===== src/rtl/bbs_pkg.sv =====
package bbs_pkg;
  localparam int DEF_OP_W  = 8;
  localparam int DEF_TAG_W = 3;
  localparam int DEF_PAT_W = 8;
  localparam int DEF_TBL_N = 1 << (DEF_OP_W - DEF_TAG_W);

  // Default table: entry i selects the alternate bank in cycle (i mod 8)+1.
  function automatic logic [DEF_TBL_N*DEF_PAT_W-1:0] default_table();
    logic [DEF_TBL_N*DEF_PAT_W-1:0] t;
    t = '0;
    for (int i = 0; i < DEF_TBL_N; i++) begin
      t[i*DEF_PAT_W + (DEF_PAT_W - 1 - (i % DEF_PAT_W))] = 1'b1;
    end
    return t;
  endfunction

  // True when the low tag field of an opcode equals the prefix tag.
  function automatic logic tag_is(input logic [DEF_TAG_W-1:0] low,
                                  input logic [DEF_TAG_W-1:0] tag);
    return low == tag;
  endfunction
endpackage


===== src/rtl/bbs_prefix_detect.sv =====
module bbs_prefix_detect #(
  parameter int OP_W  = 8,
  parameter int TAG_W = 3,
  parameter logic [TAG_W-1:0] TAG = 3'b011,
  localparam int IDX_W = OP_W - TAG_W
) (
  input  logic             bus_ce,
  input  logic             sync,
  input  logic [OP_W-1:0]  data_in,
  output logic             hit,
  output logic [IDX_W-1:0] idx
);
  logic tag_ok;

  always_comb begin
    tag_ok = (data_in[TAG_W-1:0] == TAG);
    hit    = bus_ce && sync && tag_ok;
    idx    = data_in[OP_W-1:TAG_W];
  end
endmodule


===== src/rtl/bbs_pattern_rom.sv =====
module bbs_pattern_rom #(
  parameter int IDX_W = 5,
  parameter int PAT_W = 8,
  localparam int TBL_N = 1 << IDX_W,
  parameter logic [TBL_N*PAT_W-1:0] TABLE = '0
) (
  input  logic [IDX_W-1:0] idx,
  output logic [PAT_W-1:0] word
);
  logic [PAT_W-1:0] entries [TBL_N];

  for (genvar g = 0; g < TBL_N; g++) begin : g_entry
    assign entries[g] = TABLE[g*PAT_W +: PAT_W];
  end

  assign word = entries[idx];
endmodule


===== src/rtl/bbs_shifter.sv =====
module bbs_shifter #(
  parameter int PAT_W = 8,
  localparam int CNT_W = $clog2(PAT_W + 1)
) (
  input  logic             clk,
  input  logic             rst_n,
  input  logic             load,
  input  logic             step,
  input  logic [PAT_W-1:0] load_word,
  output logic             bit_out
);
  logic [PAT_W-1:0] sreg;
  logic             shift_now;

  assign shift_now = step && !load;

  always_ff @(posedge clk) begin
    if (!rst_n)         sreg <= '0;
    else if (load)      sreg <= load_word;
    else if (shift_now) sreg <= {sreg[PAT_W-2:0], 1'b0};
  end

  assign bit_out = sreg[PAT_W-1];

  // Checker-only count of bus cycles since the last load (saturating).
  logic [CNT_W-1:0] since_load;
  always_ff @(posedge clk) begin
    if (!rst_n)    since_load <= CNT_W'(PAT_W);
    else if (load) since_load <= '0;
    else if (step && since_load != CNT_W'(PAT_W)) since_load <= since_load + 1'b1;
  end

  // once a pattern is used up, the output stays in bank 0
  p_drained_zero_r5: assert property (@(posedge clk) disable iff (!rst_n)
    (since_load == CNT_W'(PAT_W)) |-> (bit_out == 1'b0));

  // zero fill behind the pattern
  p_zero_fill_r5: assert property (@(posedge clk) disable iff (!rst_n)
    shift_now |=> (sreg[0] == 1'b0));

  // MSB-first advance by one position per bus cycle
  p_shift_order_r4: assert property (@(posedge clk) disable iff (!rst_n)
    shift_now |=> (sreg[PAT_W-1:1] == $past(sreg[PAT_W-2:0])));

  // stalled bus cycles freeze the pattern
  p_stall_hold_r6: assert property (@(posedge clk) disable iff (!rst_n)
    (!step && !load) |=> $stable(sreg));
endmodule


===== src/rtl/bank_bit_seq.sv =====
module bank_bit_seq #(
  parameter int OP_W  = bbs_pkg::DEF_OP_W,
  parameter int TAG_W = bbs_pkg::DEF_TAG_W,
  parameter int PAT_W = bbs_pkg::DEF_PAT_W,
  parameter logic [TAG_W-1:0] PREFIX_TAG = 3'b011,
  parameter logic [(1<<(OP_W-TAG_W))*PAT_W-1:0] PAT_TABLE = bbs_pkg::default_table()
) (
  input  logic            clk,
  input  logic            rst_n,
  input  logic            bus_ce,
  input  logic            sync,
  input  logic [OP_W-1:0] data_in,
  output logic            a16
);
  localparam int IDX_W = OP_W - TAG_W;

  logic             prefix_hit;
  logic [IDX_W-1:0] prefix_idx;
  logic [PAT_W-1:0] pattern_word;

  bbs_prefix_detect #(.OP_W(OP_W), .TAG_W(TAG_W), .TAG(PREFIX_TAG)) u_detect (
    .bus_ce (bus_ce),
    .sync   (sync),
    .data_in(data_in),
    .hit    (prefix_hit),
    .idx    (prefix_idx)
  );

  bbs_pattern_rom #(.IDX_W(IDX_W), .PAT_W(PAT_W), .TABLE(PAT_TABLE)) u_rom (
    .idx (prefix_idx),
    .word(pattern_word)
  );

  bbs_shifter #(.PAT_W(PAT_W)) u_shift (
    .clk      (clk),
    .rst_n    (rst_n),
    .load     (prefix_hit),
    .step     (bus_ce),
    .load_word(pattern_word),
    .bit_out  (a16)
  );

  // first bit after an accepted prefix comes from the indexed table entry
  p_first_bit_r3: assert property (@(posedge clk) disable iff (!rst_n)
    (bus_ce && sync && data_in[TAG_W-1:0] == PREFIX_TAG) |=>
      (a16 == PAT_TABLE[$past(data_in[OP_W-1:TAG_W])*PAT_W + PAT_W - 1]));

  // a prefix-shaped byte without sync is not a load
  p_no_sync_no_load_r8: assert property (@(posedge clk) disable iff (!rst_n)
    !sync |-> !prefix_hit);
endmodule


===== config.mk =====
export PLATFORM = sky130hd
export DESIGN_NAME = bank_bit_seq
export DESIGN_NICKNAME = d
export VERILOG_FILES = /design/src/rtl/bbs_pkg.sv /design/src/rtl/bbs_prefix_detect.sv /design/src/rtl/bbs_pattern_rom.sv /design/src/rtl/bbs_shifter.sv /design/src/rtl/bank_bit_seq.sv
export SDC_FILE = /design/constraint.sdc
export NUM_CORES = 1
export LEC_CHECK = 0
export ABC_CLOCK_PERIOD_IN_PS = 1550
export BUFFER_PORTS_ARGS = -buffer_cell sky130_fd_sc_hd__buf_2
export CORE_MARGIN = 2
export CORE_UTILIZATION = 35
export CTS_BUF_LIST = sky130_fd_sc_hd__clkbuf_16
export CTS_CLUSTER_SIZE = 12
export DETAILED_ROUTE_END_ITERATION = 7
export PLACE_DENSITY = 0.54
export SETUP_SLACK_MARGIN = 0.02
export SLEW_MARGIN = 20
export SYNTH_ARGS = -nofsm -noshare
export SYNTH_HDL_FRONTEND = slang
export SYNTH_SLANG_ARGS = --single-unit

===== constraint.sdc =====
create_clock -name clk -period 1.55 [get_ports clk]
set_input_delay 0.2325 -clock clk [delete_from_list [all_inputs] [get_ports clk]]
set_output_delay 0.2325 -clock clk [all_outputs]
set_load 0.03 [all_outputs]

==> results of run 1 <==
cell usage after synthesis, types with 2 or more instances:
cell type,instances
dfxtp_1,8
a311oi_1,7
nor3_1,7
o22ai_1,7
o21ai_0,6
or2b_1,5
inv_1,3
nand2b_1,2
kinds of logic after synthesis:
group | Yosys count | share of synthesized area (%)
DFF | 8 | 33.33
buffers and inverters | 6 | 8.073
and+or+nand+nor | 19 | 27.86
AOI/OAI and AO/OA | 22 | 30.73
power breakdown:
part	total, mW	leakage (nW)	internal [mW]	switching [mW]
sequential	0.223	0.0655	0.218	0.00469
clock	0.425	0.0370	0.332	0.0927
combinational	0.0881	0.148	0.0360	0.0521
through the flow:
step	util, %	instance area (sq um)	cells	hold WS, ns	power, mW
after global placement	41.29	530.5	78	0.4669	0.3127
after global routing	47.13	605.6	81	0.3295	0.7685
after floorplan	-	480.5	55	0.3735	0.2856
after CTS	47.13	605.6	81	0.3121	0.7432
after detailed placement	41.29	530.5	78	0.4648	0.3141
final	47.13	605.6	81	0.3105	0.7355
layer usage:
metal / up-vias / wire, um / global-route usage, %
li1: 239 / - / -
met1: 216 / 478 / 22.15
met2: 16 / 479 / 21.88
met3: 2 / 50 / 1.630
met4: 0 / 14 / 12.50
met5: - / 0 / 0
cells in the final DEF, fill, tap and decap left out, drive strengths merged:
| cell | n |
|---|---|
| inv | 4 |
| nand4b | 1 |
| o31ai | 1 |
| clkbuf | 3 |
| and2b | 1 |
| a311oi | 7 |
| o21ai | 7 |
| nand3 | 1 |
| nand2b | 2 |
| buf | 10 |
| nor3 | 7 |
| dfxtp | 8 |
| nand4 | 1 |
| or2b | 5 |
| and2 | 1 |
| o22ai | 7 |
worst register-to-register path, cell delays in order, from the launching register on:
cell,delay [ns]
dfxtp_1,0.30
or2b_1,0.23
o21ai_0,0.16
nor3_1,0.06
cell type report:
class                           count  area (sq um)
Tap cell                           15         18.77
Inverter                            4         20.02
Fill cell                         126         679.4
Multi-Input combinational cell     41         281.5
Clock buffer                        3         75.07
Sequential cell                     8         160.2
Timing Repair Buffer               10         50.05
worst max path at each step:
| stage | from | end | slack [ns] | cells after the start |
|---|---|---|---|---|
| floorplan | u_shift.sreg[7] | u_shift.sreg[7] | 0.72 | 2 |
| global placement | bus_ce | u_shift.sreg[6] | 0.46 | 4 |
| detailed placement | data_in[2] | u_shift.sreg[7] | 0.43 | 4 |
| CTS | u_shift.sreg[7] | a16 | 0.59 | 1 |
| global route | u_shift.sreg[7] | a16 | 0.56 | 1 |
| finish | u_shift.sreg[7] | a16 | 0.59 | 1 |
==> impl_metrics.toml, run 1 <==
[status]
status = "finished clean"

[grt]
grt_pass1_vias = 394
grt_pass1_wl_mm = 1.697
grt_max_degree = 16
overflow = 0
grtUsageTotal_pct = 15.94
antenna_found_initial = 0

[clock_network]
clkLatencyLatePin_ns = 0.23
cts_inserted_buffers = 3
h-tree-depth = 1
path_clk_slew_ns = 0.04
ctsHoldBuffers = 0
post_cts_resized = 0
tritoncts = "done"
ctsRootBufferMaster = "clkbuf_16"
cts_sinks = 8
post-cts-setup-buffers = 0
clockBufferDepth = 2

[sta]
setup_viol = 0
min_period_ns = 0.9585
fin_crit_sh_pct = 61.84
slew_viol_final = 0
tightestPinTransition_ns = 0.2789
skew_ns = 0.0009665
setup_slack_ns = 0.5915
rsz0062_at_grt = "false"
finalHoldViolCount = 0
fmax_mhz = 1043
setup-tns-final_ns = 0
slew_headroom_pct = 81.40

[hold_path]
min_from = "data_in[5]"
holdPathEnd = "u_shift.sreg[0]"
hold_path_class = "input pin to flop"
holdPathStages = 3

[yosys]
synth-seq-cells = 8
synthDistinctLibCells = 18
async_reset_ff_share_pct = 0
synth-edff-count = 0
postSynthCellCount = 55
syn_avg_cell_area_sq_um = 8.736
ys_warn_count = 0
synth.yosys.seq_area_share_pct = 33.33
synth_top_area_share_pct = 33.33
synth_flop_cell = "dfxtp_1"
synth_nets = 67
synth_area_sq_um = 480.5
synth_top_cell_by_area = "dfxtp_1"
synthTopCellsByArea = "dfxtp_1 (33%), a311oi_1 (13%), o22ai_1 (9.1%)"

[setup_path]
worstRegToRegCells = 3
crit_buf_inv = 1
max_stage_delay_ns = 0.31
timing.rr.end = "u_shift.sreg[6]"
crit_type = "flop to primary output"
cp_cell_sequence = "buf_2"
start_kind = "flop"
critical_path.top_delay_family = "flip-flops"
worst_path_max_delay_cell = "dfxtp_1"
ff2ff_setup_slack_ns = 0.67
cp-end-kind = "primary output"
critPathRequiredTime_ns = 1.32
critPathMaxFanout = 2
r2r-start = "u_shift.sreg[5]"
cp.arrival_ns = 0.73

[drt]
wl_per_cell_um = 12.60
dr.pass1.iters = 4
via_count = 473
via_per_inst = 5.840
drt_iter0_markers = 8
wirelength_mm = 1.021
ant_nets = 0
drcViolationCount = 0

[place]
dp_hpwl_um = 767.1
place_congestion = 0.6945
place_ws_ns = 0.4267
io_buffer_count = 10

[pwr]
ir_drop_mv = 0.7067
p_per_area_nw_per_um2 = 1215
p_leak_nw = 0.2504

[cells_and_area]
antenna_cells = 0
top_register = "u_shift.sreg"
largest_reg_flops = 8
synthToLayoutAreaGrowth_pct = 26.04
drive_gt1_share_pct = 22.73
reg_top3 = "u_shift.sreg (8)"
layout.nets = 80

[floorplan]
die_area_sq_um = 1685
io_pins = 13
rows = 13
die_w_um = 41.05
coreArea_sq_um = 1285
die_h_um = 41.05
initial_core_util_pct = 37.39

[run]
cap_violations = 0
Power figures use the tool's default switching activity.
==> inputs of run 2 (changes only) <==
--- a/config.mk
+++ b/config.mk
@@ -5,7 +5,7 @@
 export SDC_FILE = /design/constraint.sdc
 export NUM_CORES = 1
 export LEC_CHECK = 0
-export ABC_CLOCK_PERIOD_IN_PS = 1550
+export ABC_CLOCK_PERIOD_IN_PS = 930
 export BUFFER_PORTS_ARGS = -buffer_cell sky130_fd_sc_hd__buf_2
 export CORE_MARGIN = 2
 export CORE_UTILIZATION = 35
==> constraint.sdc (replaced) <==
create_clock -name clk -period 0.93 [get_ports clk]
set_input_delay 0.1395 -clock clk [delete_from_list [all_inputs] [get_ports clk]]
set_output_delay 0.1395 -clock clk [all_outputs]
set_load 0.03 [all_outputs]
==> run 2 against run 1 <==
Against the previous run: count of clock-buffer cells in the layout stayed put; first-iteration DRC count is 88% higher; cell count grew 2.5%; total power is 70% higher; critical endpoint unchanged; largest cell class unchanged; largest power group unchanged; highest routed layer unchanged.
==> impl_metrics.toml, run 2 (synthesis gave the netlist of run 1 again) <==
[floorplan]
die_h_um = 41.05
die_area_sq_um = 1685
coreArea_sq_um = 1285
die_w_um = 41.05
io_pins = 13
initial_core_util_pct = 37.39
rows = 13

[cells_and_area]
largest_reg_flops = 8
final_common_cell = "buf_2"
antenna_cells = 0
synthToLayoutAreaGrowth_pct = 29.17
final_cells = 83
top_register = "u_shift.sreg"
layout.nets = 82
layout_common_cells = "buf_2 (10), dfxtp_1 (8), a311oi_1 (7), o22ai_1 (7), nor3_1 (7)"
reg_top3 = "u_shift.sreg (8)"
drive_gt1_share_pct = 25.00

[pwr]
p_sw_mw = 0.2666
p_per_area_nw_per_um2 = 2014
p_sw_share_pct = 21.33
seqPwrFrac_pct = 29.7
ir_drop_mv = 0.9193
p_leak_nw = 0.2600
pwr-share-comb_pct = 12.3
p_int_mw = 0.9834
pwr-share-clk_pct = 58.0

[clock_network]
post_cts_resized = 0
cts_sinks = 8
clkLatencyLatePin_ns = 0.23
clockBufferDepth = 2
ctsRootBufferMaster = "clkbuf_16"
post-cts-setup-buffers = 0
ctsHoldBuffers = 0
h-tree-depth = 1
tritoncts = "done"
cts_inserted_buffers = 3
path_clk_slew_ns = 0.04

[drt]
via_count = 468
via_per_inst = 5.639
wl_met2_um = 493
met1_length_um = 535
drt_iter0_markers = 15
met3_length_um = 47
dr.pass1.iters = 4
ant_nets = 0
wirelength_mm = 1.093
wl_per_cell_um = 13.17
highest_layer = "met4"
drcViolationCount = 0

[setup_path]
crit_buf_inv = 1
critPathRequiredTime_ns = 0.79
worst_path_max_delay_cell = "dfxtp_1"
start_kind = "flop"
cp.arrival_ns = 0.74
critical_path.top_delay_family = "flip-flops"
critPathMaxFanout = 2
worstRegToRegCells = 3
cp.depth = 1
cp_cell_sequence = "buf_2"
crit_type = "flop to primary output"
cp-end-kind = "primary output"
max_stage_delay_ns = 0.32

[sta]
rsz0062_at_grt = "false"
setup-tns-final_ns = 0
fmax_mhz = 1137
skew_ns = 0.001132
slew_headroom_pct = 83.03
slew_viol_final = 0
finalHoldViolCount = 0
setup_viol = 0
tightestPinTransition_ns = 0.2529
min_period_ns = 0.8793
fin_crit_sh_pct = 94.55

[status]
status = "finished clean"

[hold_path]
hold_path_class = "input pin to flop"
holdPathStages = 3

[grt]
grtUsageTotal_pct = 16.80
grt_max_degree = 11
antenna_found_initial = 0
grt_pass1_vias = 404
grt_pass1_wl_mm = 1.738
overflow = 0

[place]
placed_cells = 80
dp_hpwl_um = 798.6
place_congestion = 0.7097
io_buffer_count = 10

[run]
cap_violations = 0
run 2: layout make-up:
cell class	instances	area (sq um)
clock buffer	3	75.07
fill	131	664.4
inverter	4	20.02
multi-input combinational	41	281.5
sequential	8	160.2
tap	15	18.77
timing repair buffer	12	65.06
run 2: through the flow:
step | hold slack, ns | total power [mW] | utilization (%) | cell area [sq um] | worst slack (ns)
4_1_cts | 0.2190 | 1.269 | 48.30 | 620.6 | 0.04584
3_3_place_gp | 0.4589 | 0.5281 | 42.45 | 545.5 | -0.03962
6_report | 0.2208 | 1.250 | 48.30 | 620.6 | 0.05070
5_1_grt | 0.2491 | 1.295 | 48.30 | 620.6 | 0.02123
2_1_floorplan | 0.2805 | 0.4761 | - | 480.5 | 0.09534
3_5_place_dp | 0.4607 | 0.5301 | 42.45 | 545.5 | -0.04205
run 2: power groups by stage:
stage	combinational, mW	sequential (mW)	clock [mW]
4_1_cts	0.154	0.372	0.743
6_report	0.153	0.372	0.725
3_5_place_dp	0.153	0.377	0
5_1_grt	0.168	0.373	0.754
2_1_floorplan	0.0961	0.380	0
3_3_place_gp	0.152	0.376	0
run 2: path summary, 6_finish.rpt:
| kind | start | endpoint | slack [ns] |
|---|---|---|---|
| worst min-delay path | data_in[5] | u_shift.sreg[0] | 0.22 |
| worst max-delay path | u_shift.sreg[7] | a16 | 0.05 |
| worst min register to register | u_shift.sreg[0] | u_shift.sreg[0] | 0.47 |
| worst max register to register | u_shift.sreg[5] | u_shift.sreg[6] | 0.06 |
run 2: routing by layer:
metal  vias up  GRT usage [%]
met5         -              0
met4         0          15.00
met2        12          21.48
met3         2          4.891
met1       207          22.01
li1        247              -
==> inputs of run 3 (changes only) <==
--- a/config.mk
+++ b/config.mk
@@ -12,9 +12,10 @@
 export CTS_BUF_LIST = sky130_fd_sc_hd__clkbuf_16
 export CTS_CLUSTER_SIZE = 12
 export DETAILED_ROUTE_END_ITERATION = 7
-export PLACE_DENSITY = 0.54
+export PLACE_DENSITY = 0.53
 export SETUP_SLACK_MARGIN = 0.02
 export SLEW_MARGIN = 20
 export SYNTH_ARGS = -nofsm -noshare
 export SYNTH_HDL_FRONTEND = slang
+export SYNTH_HIERARCHICAL = 1
 export SYNTH_SLANG_ARGS = --single-unit
==> run 3 against run 2 <==
Against the previous run: routed wire length is 13% lower; non-clock buffer count stayed put; sequential power is 5% lower; combinational power is 34% lower; synthesized area is 8.9% higher; cell count is 12% lower; total power is 5.6% lower; die area is 8.0% higher; critical path type is now flop to flop; critical endpoint is now u_shift/sreg[7]; largest cell class unchanged; largest power group unchanged.
==> impl_metrics.toml, run 3 <==
[drt]
wirelength_um = 949
via_per_inst = 5.219
dr.pass1.iters = 4
drt_iter0_markers = 3
via_count = 381
ant_nets = 0
drcViolationCount = 0
wl_per_cell_um = 13.00

[pwr]
ir_drop_mv = 1.245
fin_total_pwr_mw = 1.180
p_leak_nw = 0.3710
p_per_area_nw_per_um2 = 1787

[clock_network]
clockBufferDepth = 2
clkLatencyLatePin_ns = 0.23
h-tree-depth = 1
cts_inserted_buffers = 3
tritoncts = "done"
cts_sinks = 8
ctsHoldBuffers = 0
path_clk_slew_ns = 0.04
ctsRootBufferMaster = "clkbuf_16"
post-cts-setup-buffers = 0

[setup_path]
worstRegToRegCells = 2
critPathMaxFanout = 2
max_stage_delay_ns = 0.33
critical_path.top_delay_family = "flip-flops"
timing.rr.end = "u_shift/sreg[7]"
r2r-start = "u_shift/sreg[7]"
ff2ff_setup_slack_ns = 0.02
start_kind = "flop"
crit_buf_inv = 0
cp.arrival_ns = 1.03
cp-endpoint = "u_shift/sreg[7]"
cp_cell_sequence = "mux2_4 -> o211a_1"
cp-end-kind = "flop"
worst_path_max_delay_cell = "dfxtp_4"
cp.depth = 2
critPathLaunch = "u_shift/sreg[7]"
critPathRequiredTime_ns = 1.05
crit_type = "flop to flop"

[cells_and_area]
drive_gt1_share_pct = 50.00
synthToLayoutAreaGrowth_pct = 26.32
reg_top3 = "u_shift/sreg (8)"
final_common_cell = "buf_2"
fin_area_sq_um = 660.6
num-fill-cells = 130
top_register = "u_shift/sreg"
largest_reg_flops = 8
antenna_cells = 0
layout.nets = 71
layout_common_cells = "buf_2 (10), mux2_4 (7), nand2b_1 (7), o211a_1 (7), dfxtp_1 (6)"

[hold_path]
hold_path_class = "input pin to flop"
min_from = "rst_n"

[grt]
grt_pass1_vias = 405
grt_pass1_wl_mm = 1.676
antenna_found_initial = 0
grtUsageTotal_pct = 12.47
grt_max_degree = 16
overflow = 0

[sta]
fmax_mhz = 1102
hold_ws_ns = 0.2130
slew_viol_final = 0
tightestPinTransition_ns = 0.1443
fin_crit_sh_pct = 97.59
setup_viol = 0
slew_headroom_pct = 90.36
rsz0062_at_grt = "true"
min_period_ns = 0.9076
finalHoldViolCount = 0
setup-tns-final_ns = 0
skew_ns = 0.0008254

[floorplan]
io_pins = 13
initial_core_util_pct = 38.74
die_h_um = 42.66
die_area_sq_um = 1819
rows = 13
die_w_um = 42.66
coreArea_sq_um = 1350

[yosys]
synth_area_sq_um = 523.0
syn_avg_cell_area_sq_um = 10.90
postSynthCellCount = 48
ys_warn_count = 6
synth_nets = 60

[status]
status = "finished clean"

[place]
placed_area_sq_um = 580.6
place_congestion = 0.7121
io_buffer_count = 10
dp_hpwl_um = 688.1

[run]
cap_violations = 0
[run 3: layout make-up]
type	count	area, sq um	share of cell area [%]
clock buffers	3	75.07	11.36
clock inverters	1	3.754	0.5682
flip-flops and latches	8	165.2	25.00
well taps	15	18.77	2.841
repair buffers	12	77.57	11.74
multi-input cells	34	320.3	48.48
[run 3: worst reg2reg max path: cells and delay by family, from the launching register on]
kind	cells	cell delay [ns]
muxes	1	0.26
DFF	1	0.33
AOI/OAI and AO/OA	1	0.21
[run 3: worst min path at each step]
stage	slack (ns)	cells after the start	endpoint
floorplan	0.44	2	u_shift/sreg[7]
detailed placement	0.46	2	u_shift/sreg[7]
finish	0.21	2	u_shift/sreg[4]
CTS	0.22	2	u_shift/sreg[4]
global route	0.22	2	u_shift/sreg[3]
global placement	0.45	2	u_shift/sreg[7]
[run 3: per-layer routing]
metal  part of all wire [%]  GRT usage, %
met3                    5.7         4.681
met2                     45         19.70
met4                    2.1         7.500
met5                      0             0
met1                     47         14.06
[run 3: per-stage QoR]
step / utilization [%] / cells / setup slack [ns]
3_5_place_dp: 43.00 / 69 / -0.1245
4_1_cts: 48.84 / 73 / 0.01758
2_1_floorplan: - / 48 / -0.02003
5_1_grt: 48.93 / 73 / -0.005044
6_report: 48.93 / 73 / 0.02243
3_3_place_gp: 43.00 / 69 / -0.09609
[run 3: repair_timing]
item                                    CTS  global route
pin swaps                                 0             1
endpoints found under the setup margin    1             2
resized for setup                         0             1
[run 3: power breakdown]
part           switching [mW]  internal [mW]  total (mW)
clock network           0.166          0.559       0.726
registers             0.00367          0.350       0.354
logic                  0.0427         0.0586       0.101
